**config.mk**
```make
export PLATFORM = sky130hd
export DESIGN_NAME = wdt_tuner
export DESIGN_NICKNAME = d
export VERILOG_FILES = /design/src/rtl/wdt_tuner_pkg.sv /design/src/rtl/wdt_tuner_decide.sv /design/src/rtl/wdt_tuner_arith.sv /design/src/rtl/wdt_tuner_regs.sv /design/src/rtl/wdt_tuner.sv
export SDC_FILE = /design/constraint.sdc
export NUM_CORES = 1
export LEC_CHECK = 0
export ABC_AREA = 1
export BUFFER_PORTS_ARGS = -buffer_cell sky130_fd_sc_hd__buf_2
export CORE_AREA = 2 2 152 154
export CTS_CLUSTER_DIAMETER = 50
export CTS_CLUSTER_SIZE = 8
export DETAILED_ROUTE_END_ITERATION = 10
export DIE_AREA = 0 0 154 156
export PLACE_DENSITY = 0.51
export SYNTH_ARGS = -nofsm -noshare
export SYNTH_HDL_FRONTEND = slang
export SYNTH_HIERARCHICAL = 1
export SYNTH_SLANG_ARGS = --single-unit
```
**constraint.sdc**
```tcl
create_clock -name clk -period 6.25 [get_ports clk]
set_clock_uncertainty 0.15 [all_clocks]
set_input_delay 1.25 -clock clk [delete_from_list [all_inputs] [get_ports clk]]
set_output_delay 1.25 -clock clk [all_outputs]
set_load 0.02 [all_outputs]
```
**src/rtl/wdt_tuner_pkg.sv**
```systemverilog
// Package: shared types for the write-cycle delay tuner.
// Assumes the direction register fits in DIR_W signed bits.
package wdt_tuner_pkg;

    localparam int DIR_W = 8;

    typedef logic signed [DIR_W-1:0] dir_t;

    // Update rule selected for one strobe
    typedef enum logic [2:0] {
        PATH_SMALL   = 3'd0,  // retry, tiny step
        PATH_RAISE   = 3'd1,  // retry, was already too short
        PATH_FLIP_UP = 3'd2,  // retry, was long enough before
        PATH_NEU_UP  = 3'd3,  // retry, neutral
        PATH_SHRINK  = 3'd4,  // good, was long enough before
        PATH_FLIP_DN = 3'd5,  // good, was too short before
        PATH_NEU_DN  = 3'd6   // good, neutral
    } path_e;

endpackage

```
**src/rtl/wdt_tuner_decide.sv**
```systemverilog
// Module: wdt_tuner_decide
// Picks which update rule applies from the retry count, the step size
// and the sign of the direction register. Purely combinational.
module wdt_tuner_decide
    import wdt_tuner_pkg::*;
#(
    parameter int RETRY_W   = 4,
    parameter int STEP_W    = 14,
    parameter int SMALL_LIM = 4
) (
    input  logic [RETRY_W-1:0] retry_cnt,
    input  logic [STEP_W-1:0]  step_q,
    input  dir_t               dir_q,
    output path_e              path
);

    logic retried;
    logic small_step;

    assign retried    = (retry_cnt != '0);
    assign small_step = (int'(step_q) < SMALL_LIM);

    // Rule selection: retries first by step size, then by direction
    always_comb begin
        if (retried) begin
            if (small_step)          path = PATH_SMALL;
            else if (dir_q > 0)      path = PATH_RAISE;
            else if (dir_q < 0)      path = PATH_FLIP_UP;
            else                     path = PATH_NEU_UP;
        end else begin
            if (dir_q < 0)           path = PATH_SHRINK;
            else if (dir_q > 0)      path = PATH_FLIP_DN;
            else                     path = PATH_NEU_DN;
        end
    end

endmodule

```
**src/rtl/wdt_tuner_arith.sv**
```systemverilog
// Module: wdt_tuner_arith
// Computes the next wait, step and direction for a chosen rule.
// Assumes DLY_W and STEP_W are at most 30 so 32-bit intermediates hold
// doubled and summed values without wrap. All results saturate.
module wdt_tuner_arith
    import wdt_tuner_pkg::*;
#(
    parameter int DLY_W     = 14,
    parameter int STEP_W    = 14,
    parameter int DLY_MAX   = 10000,
    parameter int STEP_MAX  = 8191,
    parameter int DIR_FLOOR = 100
) (
    input  path_e              path,
    input  logic [DLY_W-1:0]   dly_q,
    input  logic [STEP_W-1:0]  step_q,
    input  dir_t               dir_q,
    output logic [DLY_W-1:0]   dly_d,
    output logic [STEP_W-1:0]  step_d,
    output dir_t               dir_d
);

    localparam logic [31:0] DMAX = 32'(DLY_MAX);
    localparam logic [31:0] SMAX = 32'(STEP_MAX);

    // Saturate a step value at the step ceiling
    function automatic logic [31:0] clamp_step(input logic [31:0] v);
        return (v > SMAX) ? SMAX : v;
    endfunction

    logic [31:0] d_cur, s_cur, d_nx, s_nx;
    int          dir_nx;
    logic        good;

    assign d_cur = 32'(dly_q);
    assign s_cur = 32'(step_q);

    // Rule arithmetic, followed by the good-result countdown
    always_comb begin
        d_nx   = d_cur;
        s_nx   = s_cur;
        dir_nx = int'(dir_q);
        good   = 1'b0;
        case (path)
            PATH_SMALL: begin
                s_nx = clamp_step(s_cur + 32'd1);
                d_nx = d_cur + s_nx;
            end
            PATH_RAISE: begin
                s_nx = s_cur << 1;
                if (s_nx > 32'd2) s_nx = s_nx - 32'd1;
                s_nx   = clamp_step(s_nx);
                d_nx   = d_cur + s_nx;
                dir_nx = 1;
            end
            PATH_FLIP_UP: begin
                d_nx = d_cur + s_cur;
                if (s_cur > 32'd1) s_nx = (s_cur >> 1) - 32'd1;
                dir_nx = 1;
            end
            PATH_NEU_UP: begin
                dir_nx = 1;
            end
            PATH_SHRINK: begin
                if (s_cur > 32'd1) s_nx = clamp_step((s_cur << 1) - 32'd1);
                if (d_cur > s_nx) d_nx = d_cur - s_nx;
                good = 1'b1;
            end
            PATH_FLIP_DN: begin
                if (d_cur > s_cur) d_nx = d_cur - s_cur;
                if (s_cur > 32'd1) s_nx = (s_cur >> 1) - 32'd1;
                dir_nx = -1;
                good   = 1'b1;
            end
            default: begin
                good = 1'b1;
            end
        endcase
        if (good) begin
            if (dir_nx > -DIR_FLOOR) dir_nx = dir_nx - 1;
            else                     s_nx   = clamp_step(s_nx + 32'd1);
        end
        if (d_nx > DMAX) d_nx = DMAX;
    end

    // Narrow the results to register widths
    always_comb begin
        dly_d  = d_nx[DLY_W-1:0];
        step_d = s_nx[STEP_W-1:0];
        dir_d  = dir_nx[DIR_W-1:0];
    end

endmodule

```
**src/rtl/wdt_tuner_regs.sv**
```systemverilog
// Module: wdt_tuner_regs
// State registers of the tuner. Loads the computed next state once per
// strobe; synchronous active-low reset to the initial operating point.
module wdt_tuner_regs
    import wdt_tuner_pkg::*;
#(
    parameter int DLY_W     = 14,
    parameter int STEP_W    = 14,
    parameter int DLY_INIT  = 4000,
    parameter int STEP_INIT = 128
) (
    input  logic               clk,
    input  logic               rst_n,
    input  logic               load,
    input  logic [DLY_W-1:0]   dly_d,
    input  logic [STEP_W-1:0]  step_d,
    input  dir_t               dir_d,
    output logic [DLY_W-1:0]   dly_q,
    output logic [STEP_W-1:0]  step_q,
    output dir_t               dir_q
);

    // Hold state, update only on a strobe
    always_ff @(posedge clk) begin
        if (!rst_n) begin
            dly_q  <= DLY_W'(DLY_INIT);
            step_q <= STEP_W'(STEP_INIT);
            dir_q  <= '0;
        end else if (load) begin
            dly_q  <= dly_d;
            step_q <= step_d;
            dir_q  <= dir_d;
        end
    end

endmodule

```
**src/rtl/wdt_tuner.sv**
```systemverilog
// Module: wdt_tuner (top)
// Adaptive post-write delay tuner. Each strobe carries a retry count from
// one addressing attempt; the block lengthens or shortens the wait and
// adapts its step. Assumes upd_stb is a single-cycle pulse per result.
module wdt_tuner
    import wdt_tuner_pkg::*;
#(
    parameter int RETRY_W   = 4,
    parameter int DLY_W     = 14,
    parameter int STEP_W    = 14,
    parameter int DLY_INIT  = 4000,
    parameter int DLY_MAX   = 10000,
    parameter int STEP_INIT = 128,
    parameter int STEP_MAX  = 8191,
    parameter int DIR_FLOOR = 100,
    parameter int SMALL_LIM = 4
) (
    input  logic               clk,
    input  logic               rst_n,
    input  logic               upd_stb,
    input  logic [RETRY_W-1:0] retry_cnt,
    output logic [DLY_W-1:0]   delay_us,
    output logic [STEP_W-1:0]  step_us
);

    path_e              path;
    logic [DLY_W-1:0]   dly_q, dly_d;
    logic [STEP_W-1:0]  step_q, step_d;
    dir_t               dir_q, dir_d;

    wdt_tuner_decide #(
        .RETRY_W  (RETRY_W),
        .STEP_W   (STEP_W),
        .SMALL_LIM(SMALL_LIM)
    ) u_decide (
        .retry_cnt(retry_cnt),
        .step_q   (step_q),
        .dir_q    (dir_q),
        .path     (path)
    );

    wdt_tuner_arith #(
        .DLY_W    (DLY_W),
        .STEP_W   (STEP_W),
        .DLY_MAX  (DLY_MAX),
        .STEP_MAX (STEP_MAX),
        .DIR_FLOOR(DIR_FLOOR)
    ) u_arith (
        .path  (path),
        .dly_q (dly_q),
        .step_q(step_q),
        .dir_q (dir_q),
        .dly_d (dly_d),
        .step_d(step_d),
        .dir_d (dir_d)
    );

    wdt_tuner_regs #(
        .DLY_W    (DLY_W),
        .STEP_W   (STEP_W),
        .DLY_INIT (DLY_INIT),
        .STEP_INIT(STEP_INIT)
    ) u_regs (
        .clk   (clk),
        .rst_n (rst_n),
        .load  (upd_stb),
        .dly_d (dly_d),
        .step_d(step_d),
        .dir_d (dir_d),
        .dly_q (dly_q),
        .step_q(step_q),
        .dir_q (dir_q)
    );

    assign delay_us = dly_q;
    assign step_us  = step_q;

endmodule

```
# Word level (Yosys, flattened, before mapping)
# Cells that the tools add are included.
[word_totals]
regBits = 36
inputBits = 7
out_inout_bits = 28
wordCells = 61
[op_classes]
n_addsub = 10
order_cmp = 13
eq_ne = 5
muxes = 25
n_reduce_logical = 5
[ops]
columns = ["cell", "count"]
rows = [
  ["32-bit 2-to-1 mux", 10],
  ["32-bit case mux with 5 select lines", 1],
  ["32-bit by 13-bit greater-than comparator with 1-bit output (second input constant)", 4],
  ["32-bit case mux with 4 select lines", 1],
  ["14-bit by 32-bit adder with 32-bit output", 2],
  ["32-bit case mux with 2 select lines", 1],
  ["14-bit 2-to-1 mux", 4],
  ["32-bit by 1-bit adder with 32-bit output (second input constant)", 1],
  ["14-bit by 32-bit greater-than comparator with 1-bit output", 1],
  ["32-bit by 14-bit greater-than comparator with 1-bit output (second input constant)", 1],
  ["32-bit by 8-bit greater-than comparator with 1-bit output (second input constant)", 1],
  ["14-bit by 32-bit subtractor with 32-bit output", 1],
  ["8-bit 2-to-1 mux", 2],
  ["15-bit by 1-bit subtractor with 16-bit output (second input constant)", 1],
  ["14-bit by 1-bit adder with 15-bit output (second input constant)", 1],
  ["14-bit by 14-bit adder with 15-bit output", 1],
  ["15-bit by 2-bit greater-than comparator with 1-bit output (second input constant)", 1],
  ["14-bit by 14-bit subtractor with 15-bit output", 1],
  ["14-bit by 1-bit greater-than comparator with 1-bit output (second input constant)", 1],
  ["14-bit greater-than comparator", 1],
  ["14-bit by 3-bit less-than comparator with 1-bit output (second input constant)", 1],
  ["13-bit by 1-bit subtractor with 14-bit output (second input constant)", 1],
  ["3-bit 2-to-1 mux", 4],
  ["8-bit by 1-bit greater-than comparator with 1-bit output (second input constant)", 1],
  ["other kinds (12)", 14],
]

# Longest topological paths before layout
# Gate-level depths: netlist of run 1.
[logic_depth]
word_depth = 15
depth_mapped = 41
depth_no_buf = 40

# Hierarchy
# Netlist of run 1, hierarchy kept.
[by_module_without_submodules]
columns = ["mod", "instances", "cells_each", "area_each_um2", "seq_area_each_um2"]
rows = [
  ["wdt_tuner_arith", 1, 1354, 7255.7, 0.0],
  ["wdt_tuner_regs", 1, 214, 1423.9, 720.7],
  ["wdt_tuner_decide", 1, 32, 137.6, 0.0],
]

# Least setup slack after synthesis of run 1
# OpenSTA, ideal clock, no wires.
[synth_timing]
path_type = "register to register"
start = "register u_regs.step_q[1]"
end = "register u_regs.dly_q[6]"
t_arrival_ns = 5.126
required_ns = 6.036
path_slack_ns = 0.910
path_stages_with_launch = 40
path_buffers = 2
period_less_slack_ns = 5.340
cell_sequence = "dfxtp_1 -> inv_1 -> ha_1 -> nand2_2 -> a21oi_2 -> nand2_1 -> clkinv_1 -> buf_4 -> ha_1 -> inv_1 -> ha_1 -> inv_1 -> fa_1 -> inv_1 -> o21bai_1 -> a21oi_1 -> o21ai_1 -> inv_1 -> [... 4 more ...] -> nand2_1 -> clkbuf_1 -> o21ai_0 -> a221oi_1 -> nand3b_1 -> nor2_1 -> nand2_1 -> nand2_1 -> nand2_1 -> nand2_1 -> nand2_1 -> nand2_1 -> nand2_1 -> nor2_1 -> inv_1 -> nand2_1 -> nand2_1 -> nor2_1"
[synth_via]
elab_chain_cells = 10
[synth_lines]
columns = ["element", "line_no", "source"]
rows = [
  ["start: declaration", "wdt_tuner_regs.sv:19", "output logic [STEP_W-1:0] step_q,"],
  ["start signal: assignment", "wdt_tuner_regs.sv:27", "step_q <= STEP_W'(STEP_INIT);"],
  ["start signal: assignment", "wdt_tuner_regs.sv:31", "step_q <= step_d;"],
  ["15-bit by 1-bit subtractor with 16-bit output", "wdt_tuner_arith.sv:51, wdt_tuner_arith.sv:65", ""],
  ["32-bit by 13-bit greater-than comparator with 1-bit output", "wdt_tuner_arith.sv:28", "return (v > SMAX) ? SMAX : v;"],
  ["32-bit 2-to-1 mux", "wdt_tuner_arith.sv:28", ""],
  ["32-bit 2-to-1 mux", "wdt_tuner_arith.sv:65", "if (s_cur > 32'd1) s_nx = clamp_step((s_cur << 1) - 32'd1);"],
  ["32-bit 2-to-1 mux", "wdt_tuner_arith.sv:44", "case (path)"],
  ["14-bit by 32-bit subtractor with 32-bit output / 14-bit by 32-bit greater-than comparator with 1-bit output (equally long branches)", "wdt_tuner_arith.sv:66", "if (d_cur > s_nx) d_nx = d_cur - s_nx;"],
  ["32-bit 2-to-1 mux", "wdt_tuner_arith.sv:66", ""],
  ["32-bit case mux with 5 select lines (*)", "wdt_tuner_arith.sv:44", ""],
  ["32-bit by 14-bit greater-than comparator with 1-bit output", "wdt_tuner_arith.sv:83", "if (d_nx > DMAX) d_nx = DMAX;"],
  ["14-bit 2-to-1 mux (*)", "wdt_tuner_arith.sv:83", ""],
  ["net dly_d[6]", "wdt_tuner.sv:27", "logic [DLY_W-1:0] dly_q, dly_d;"],
  ["end signal: assignment", "wdt_tuner_regs.sv:26", "dly_q <= DLY_W'(DLY_INIT);"],
  ["end signal: assignment", "wdt_tuner_regs.sv:30", "dly_q <= dly_d;"],
  ["end: declaration", "wdt_tuner_regs.sv:18", "output logic [DLY_W-1:0] dly_q,"],
]
# Mark *: on every way through the listed nets, which the timed path passes. The rest lies on a longest branch. The select of a mux whose other input is x is not followed.
# A chain may end at the register's enable or synchronous reset.

# Final worst setup path of run 1
[layout_timing]
start = "register u_regs.step_q[3]"
end = "register u_regs.dly_q[6]"
# The elaborated chain is that of the path after synthesis.

==> results.sh, run 1 <==
export IMPL_portBuffers=34
export IMPL_path_depth=35
export IMPL_final_hold_viol_count=0
export IMPL_max_stage_delay_ns=0.66
export IMPL_start_kind="flip-flop"
export IMPL_grtUsageTotal=0.279
export IMPL_synthFlopType="dfxtp_1"
export IMPL_min_path_type="flip-flop to flip-flop"
export IMPL_core_um2=22400
export IMPL_critPathRequiredTime_ns=6.33
export IMPL_vias=9912
export IMPL_drtIter0Drc=805
export IMPL_place_gp_congestion=0.976
export IMPL_vias_per_cell=5.17
export IMPL_die_h_um=156
export IMPL_grt_max_degree=37
export IMPL_drive_gt1_frac=0.112
export IMPL_period_needed_ns=5.62
export IMPL_cts_hold_repair_buffers=0
export IMPL_hpwl_um=26500
export IMPL_power_density_nw_per_um2=295
export IMPL_leakage_uw=0.00523
export IMPL_path_common_cell="nand2_1"
export IMPL_synthArstFlopShare=0
export IMPL_syn_inst=1600
export IMPL_endpoint_kind="flip-flop"
export IMPL_outcome="finished, final reports clean"
export IMPL_drc=0
export IMPL_cap_viol_max_count=0
export IMPL_tightest_slew_ns=0.884
export IMPL_fill_cells=2547
export IMPL_fmax_ghz=0.178
export IMPL_htreeDepth=2
export IMPL_cts_path_max_buffers=2
export IMPL_die_w_um=154
export IMPL_synth_area_per_cell_um2=5.51
export IMPL_worst_r2r_setup_slack_ns=0.63
export IMPL_yosysSeqAreaShare=0.0817
export IMPL_yosys_area_top_type="nand2_1"
export IMPL_cts_root_buf="clkbuf_16"
export IMPL_rows=55
export IMPL_crit_buf_inv=4
export IMPL_cts_buffers_inserted=5
export IMPL_netlist_area_um2=8820
export IMPL_nets=1728
export IMPL_critPathTopFamily="simple AND/OR/NAND/NOR gates"
export IMPL_finalMaxSlewViolations=0
export IMPL_cts_tree="yes"
export IMPL_r2r_start="u_regs/step_q[3]"
export IMPL_io_pins=35
export IMPL_period_share=0.899
export IMPL_ant_nets=0
export IMPL_grt_pass1_vias=9409
export IMPL_setup_viol=0
export IMPL_crit_path_end="u_regs/dly_q[6]"
export IMPL_die_area_um2=24000
export IMPL_firstDrtPassIters=6
export IMPL_antennaDiodeCount=0
export IMPL_initial_core_util=0.394
export IMPL_antenna_found_initial=0
export IMPL_yosysWarningCount=6
export IMPL_synthTopCellsByArea="nand2_1 18%, ha_1 12%, inv_1 10%"
export IMPL_clk_latency_ns=0.30
export IMPL_synth_top_cell_area_share=0.182
export IMPL_slew_headroom=0.405
export IMPL_rsz0062_at_grt="false"
export IMPL_clk_pin_slew_ns=0.07
export IMPL_peakVddDrop_v=0.000115
export IMPL_grt_overflow_total=0
export IMPL_routedWlPerCell_um=17.4
export IMPL_cp_data_arrival_time_ns=5.70
export IMPL_clkSinkCount=36
export IMPL_syn_to_final_growth_pct=7.96
export IMPL_routed_wl_um=33300
export IMPL_grt_pass1_wl_um=52600
export IMPL_p_total_uw=2800
export IMPL_reg2reg_to="u_regs/dly_q[6]"
export IMPL_cp_startpoint="u_regs/step_q[3]"
export IMPL_worstPathMaxFanout=8
export IMPL_synth_seq_cells=36
export IMPL_path_class="flip-flop to flip-flop"
export IMPL_r2r_cells=35
export IMPL_cp_slowest_cell="dfxtp_1"
export IMPL_synth_edf_count=0
export IMPL_synth_distinct_cells=60
export IMPL_setup_tns_ns=0
layer usage:
| metal | track usage | wire (um) | vias up |
|---|---|---|---|
| met4 | 0.0748 | 838 | 0 |
| met3 | 0.0236 | 1630 | 50 |
| met5 | 0 | 0 | - |
| li1 | - | - | 5104 |
| met1 | 0.379 | 15500 | 4474 |
| met2 | 0.475 | 15300 | 284 |
Yosys cell counts (5+ instances only):
master	number
fa_1	5
dfxtp_1	36
o21ai_0	70
nand4_1	22
nor2_4	9
nand3b_1	7
nor2_2	16
nand2_2	32
or2_2	6
clkbuf_1	16
a31oi_1	6
nand2_1	427
o211ai_1	12
buf_2	18
inv_1	244
a21oi_1	90
ha_1	86
inv_2	11
nand2_4	8
nand3_1	102
buf_4	14
xor2_1	42
o21ai_1	9
nor3_1	12
nor2_1	233
worst register-to-register path: cells and delay by family (launching register included):
kind                       cells  cell delay [ns]
AOI/OAI and AO/OA              4             1.16
adders and majority gates      2             0.44
buffers and inverters          4             0.45
DFF                            1             0.66
and+or+nand+nor               25             2.69
through the flow:
step / worst slack [ns] / area, um2 / cells / hold WS, ns / util
after floorplan: 0.910 / 8840 / 1605 / 0.313 / -
after global placement: 0.432 / 9320 / 1907 / 0.328 / 0.417
after detailed placement: 0.421 / 9320 / 1907 / 0.334 / 0.417
after CTS: 0.363 / 9490 / 1915 / 0.345 / 0.424
after global routing: 0.0136 / 9520 / 1916 / 0.368 / 0.426
final: 0.629 / 9520 / 1916 / 0.341 / 0.426
kinds of logic after synthesis:
group	count (synthesis)	share of synthesized area
buf+inv	312	0.147
mux	1	0.00114
xor+xnor	45	0.0456
simple gates	885	0.439
other cells	2	0.000852
fa+ha+maj	91	0.133
compound gates	228	0.152
flops	36	0.0817
sequential cells by signal, summed over array words and instances (netlist names):
name,count
u_regs/dir_q,8
u_regs/dly_q,14
u_regs/step_q,14
power breakdown:
group | internal [uW] | total (uW) | switching, uW
Sequential | 259 | 325 | 65.3
Combinational | 715 | 2170 | 1450
Clock | 188 | 312 | 124
layout by cell type (no fill, tap or decap), types with 7 or more instances in the layout:
cell      instances
buf_4            38
buf_2            34
conb_1            7
nand3_1         102
xor2_1           41
o21ai_0          70
a21oi_1          90
nor3_1           12
nand4_1          22
ha_1             85
nand2_1         426
nor2_4           10
inv_2            11
o21ai_1           9
nor2_1          232
nor2_2           16
inv_1           243
o211ai_1         12
nand2_2          33
dfxtp_1          36
nand2_4           8
nand3b_1          7
timing repair:
item,CTS,global route
setup endpoints to repair,0,13
buffers inserted,0,1
gates resized for setup,0,6
cell type report:
class	count	area, um2	share of cell area
Clock buffer	5	125	0.0131
Multi-Input combinational cell	1257	6850	0.719
Timing Repair Buffer	72	455	0.0478
Clock inverter	3	42.5	0.00447
Tap cell	285	357	0.0375
Inverter	258	972	0.102
Sequential cell	36	721	0.0757
how the worst min path moves through the flow:
stage | cells after the start | start | slack [ns] | to
6_report | 2 | u_regs/step_q[4] | 0.34 | u_regs/step_q[4]
3_3_place_gp | 2 | u_regs/dir_q[0] | 0.33 | u_regs/dir_q[0]
5_1_grt | 2 | u_regs/dir_q[5] | 0.37 | u_regs/dir_q[5]
2_1_floorplan | 2 | u_regs/dir_q[1] | 0.31 | u_regs/dir_q[1]
4_1_cts | 2 | u_regs/dir_q[5] | 0.34 | u_regs/dir_q[5]
3_5_place_dp | 2 | u_regs/dir_q[5] | 0.33 | u_regs/dir_q[5]
No activity file was read; power rests on OpenSTA's default activity.
==> inputs of run 2 (changes only) <==
--- a/config.mk
+++ b/config.mk
@@ -5,14 +5,13 @@
 export SDC_FILE = /design/constraint.sdc
 export NUM_CORES = 1
 export LEC_CHECK = 0
-export ABC_AREA = 1
 export BUFFER_PORTS_ARGS = -buffer_cell sky130_fd_sc_hd__buf_2
-export CORE_AREA = 2 2 152 154
+export CORE_AREA = 2 2 149 151
 export CTS_CLUSTER_DIAMETER = 50
 export CTS_CLUSTER_SIZE = 8
 export DETAILED_ROUTE_END_ITERATION = 10
-export DIE_AREA = 0 0 154 156
-export PLACE_DENSITY = 0.51
+export DIE_AREA = 0 0 151 153
+export PLACE_DENSITY = 0.57
 export SYNTH_ARGS = -nofsm -noshare
 export SYNTH_HDL_FRONTEND = slang
 export SYNTH_HIERARCHICAL = 1
==> run 2 against run 1 <==
Against the previous run:
- cell area up 4.5%
- sequential share of layout area down 0.32 points
- area after synthesis down 4.2%
- hold slack better by 0.057 ns
==> results.sh, run 2 <==
export IMPL_grt_pass1_vias=9171
export IMPL_setup_ws_ns=0.245
export IMPL_cts_tree="yes"
export IMPL_clk_pin_slew_ns=0.07
export IMPL_path_common_cell="nand2_1"
export IMPL_cts_root_buf="clkbuf_16"
export IMPL_core_um2=21500
export IMPL_endpoint_kind="flip-flop"
export IMPL_cap_viol_max_count=0
export IMPL_synth_distinct_cells=98
export IMPL_grt_max_degree=37
export IMPL_max_stage_delay_ns=0.45
export IMPL_grt_pass1_wl_um=53400
export IMPL_vias=9852
export IMPL_syn_to_final_growth_pct=17.8
export IMPL_netlist_area_um2=8450
export IMPL_critPathRequiredTime_ns=6.26
export IMPL_hold_path_depth=2
export IMPL_cts_path_max_buffers=2
export IMPL_place_gp_congestion=0.998
export IMPL_hpwl_um=28000
export IMPL_synth_top_cell_area_share=0.127
export IMPL_fill_cells=2214
export IMPL_tightest_slew_ns=0.822
export IMPL_die_area_um2=23100
export IMPL_ant_nets=0
export IMPL_placed_cell_area_um2=9440
export IMPL_die_w_um=151
export IMPL_ys_top_cells_by_count="97 x a21oi_1, 88 x nand2_1, 86 x ha_1"
export IMPL_period_needed_ns=6.01
export IMPL_syn_inst=1173
export IMPL_fmax_ghz=0.167
export IMPL_antenna_found_initial=0
export IMPL_cts_buffers_inserted=5
export IMPL_portBuffers=34
export IMPL_final_cell_mix="108 x buf_4, 91 x a21oi_1, 88 x nand2_1, 82 x nor2_1, 81 x ha_1"
export IMPL_dp_slack_ns=0.0178
export IMPL_htreeDepth=2
export IMPL_grt_overflow_total=0
export IMPL_firstDrtPassIters=6
export IMPL_io_pins=35
export IMPL_slew_headroom=0.438
export IMPL_vias_per_cell=6.36
export IMPL_dp_cells=1533
export IMPL_finalMaxSlewViolations=0
export IMPL_setup_viol=0
export IMPL_routed_wl_um=35700
export IMPL_drive_gt1_frac=0.187
export IMPL_r2r_cells=29
export IMPL_synthFlopType="dfxtp_1"
export IMPL_yosys_area_top_type="ha_1"
export IMPL_outcome="finished, final reports clean"
export IMPL_yosysMostFrequentCell="a21oi_1"
export IMPL_grtUsageTotal=0.300
export IMPL_die_h_um=153
export IMPL_layout_commonest_cell="buf_4"
export IMPL_synthArstFlopShare=0
export IMPL_final_cell_area_um2=9950
export IMPL_synth_edf_count=0
export IMPL_final_hold_viol_count=0
export IMPL_nets=1367
export IMPL_rows=54
export IMPL_worst_r2r_setup_slack_ns=0.24
export IMPL_cp_slowest_cell="nor4_4"
export IMPL_synth_seq_cells=36
export IMPL_yosysSeqAreaShare=0.0853
export IMPL_drc=0
export IMPL_initial_core_util=0.393
export IMPL_top_regs="u_regs/dly_q (14), u_regs/step_q (14), u_regs/dir_q (8)"
export IMPL_worstPathMaxFanout=8
export IMPL_clkSinkCount=36
export IMPL_routedWlPerCell_um=23.0
export IMPL_yosysWarningCount=6
export IMPL_min_path_type="flip-flop to flip-flop"
export IMPL_synthTopCellsByArea="ha_1 13%, dfxtp_1 8.5%, a21oi_1 5.7%"
export IMPL_antennaDiodeCount=0
export IMPL_path_class="flip-flop to flip-flop"
export IMPL_synth_area_per_cell_um2=7.20
export IMPL_cp_data_arrival_time_ns=6.02
export IMPL_clk_latency_ns=0.30
export IMPL_drtIter0Drc=1054
export IMPL_period_share=0.961
export IMPL_fin_cells=1550
export IMPL_setup_tns_ns=0
export IMPL_start_kind="flip-flop"
-- run 2: cell count changes after synthesis, moves of 29 or more --
| cell | delta |
|---|---|
| nand2_1 | -339 |
| xnor2_1 | +45 |
| nand2_2 | -29 |
| nor2b_1 | +46 |
| nand3_1 | -77 |
| mux2i_1 | +47 |
| nor2_1 | -149 |
| inv_1 | -190 |
-- run 2: repair_timing --
| item | CTS | global route |
|---|---|---|
| hold buffers | 0 | 0 |
| pin swaps | 0 | 9 |
| resized for setup | 2 | 57 |
| endpoints found under the setup margin | 1 | 14 |
| cloned | 0 | 1 |
| setup buffers | 0 | 8 |
-- run 2: cell families (layout without fill, tap and decap cells) --
kind of cell    after synthesis  after routing  share of synthesized area
other cells                   2              7                   0.000889
flops                        36             36                     0.0853
simple gates                433            433                      0.276
mux                          51             51                     0.0609
fa+ha+maj                    91             91                      0.139
xor+xnor                     68             68                     0.0714
buf+inv                     121            212                     0.0664
compound gates              371            372                      0.300
-- run 2: per-stage QoR --
step / util / hold WS [ns]
floorplan: - / 0.357
global placement: 0.439 / 0.390
detailed placement: 0.439 / 0.394
CTS: 0.447 / 0.400
global route: 0.463 / 0.455
finish: 0.463 / 0.398
-- run 2: layout make-up --
type                            count  area, um2  share of cell area
Multi-Input combinational cell   1022       7490               0.753
Timing Repair Buffer              145       1010               0.102
Sequential cell                    36        722              0.0725
Tap cell                          280        350              0.0352
Inverter                           59        221              0.0223
Clock buffer                        6        139              0.0140
Clock inverter                      2       13.8             0.00138
-- run 2: critical path: cells and delay by family (launching register included) --
kind | cells | cell delay [ns]
compound gates | 13 | 2.20
simple gates | 8 | 1.69
buf+inv | 4 | 0.76
fa+ha+maj | 2 | 0.48
flops | 1 | 0.33
mux | 2 | 0.27
-- run 2: metal layers --
metal / global-route usage / vias up / routed length [um]
met5: 0 / - / 0
met4: 0.120 / 0 / 1710
met3: 0.0313 / 121 / 2370
met2: 0.489 / 472 / 16200
met1: 0.402 / 4644 / 15400
li1: - / 4615 / -
-- run 2: path summary, 6_finish.rpt --
| path | start | end |
|---|---|---|
| hold / removal | u_regs/dir_q[1] | u_regs/dir_q[1] |
| setup / recovery | u_regs/step_q[11] | u_regs/dly_q[7] |
| setup reg to reg | u_regs/step_q[11] | u_regs/dly_q[7] |
| hold reg to reg | u_regs/dir_q[1] | u_regs/dir_q[1] |
Power of run 2 is left out: the tool's default activity adds up to more than one toggle a clock period on the data nets, which glitch-free logic cannot reach.
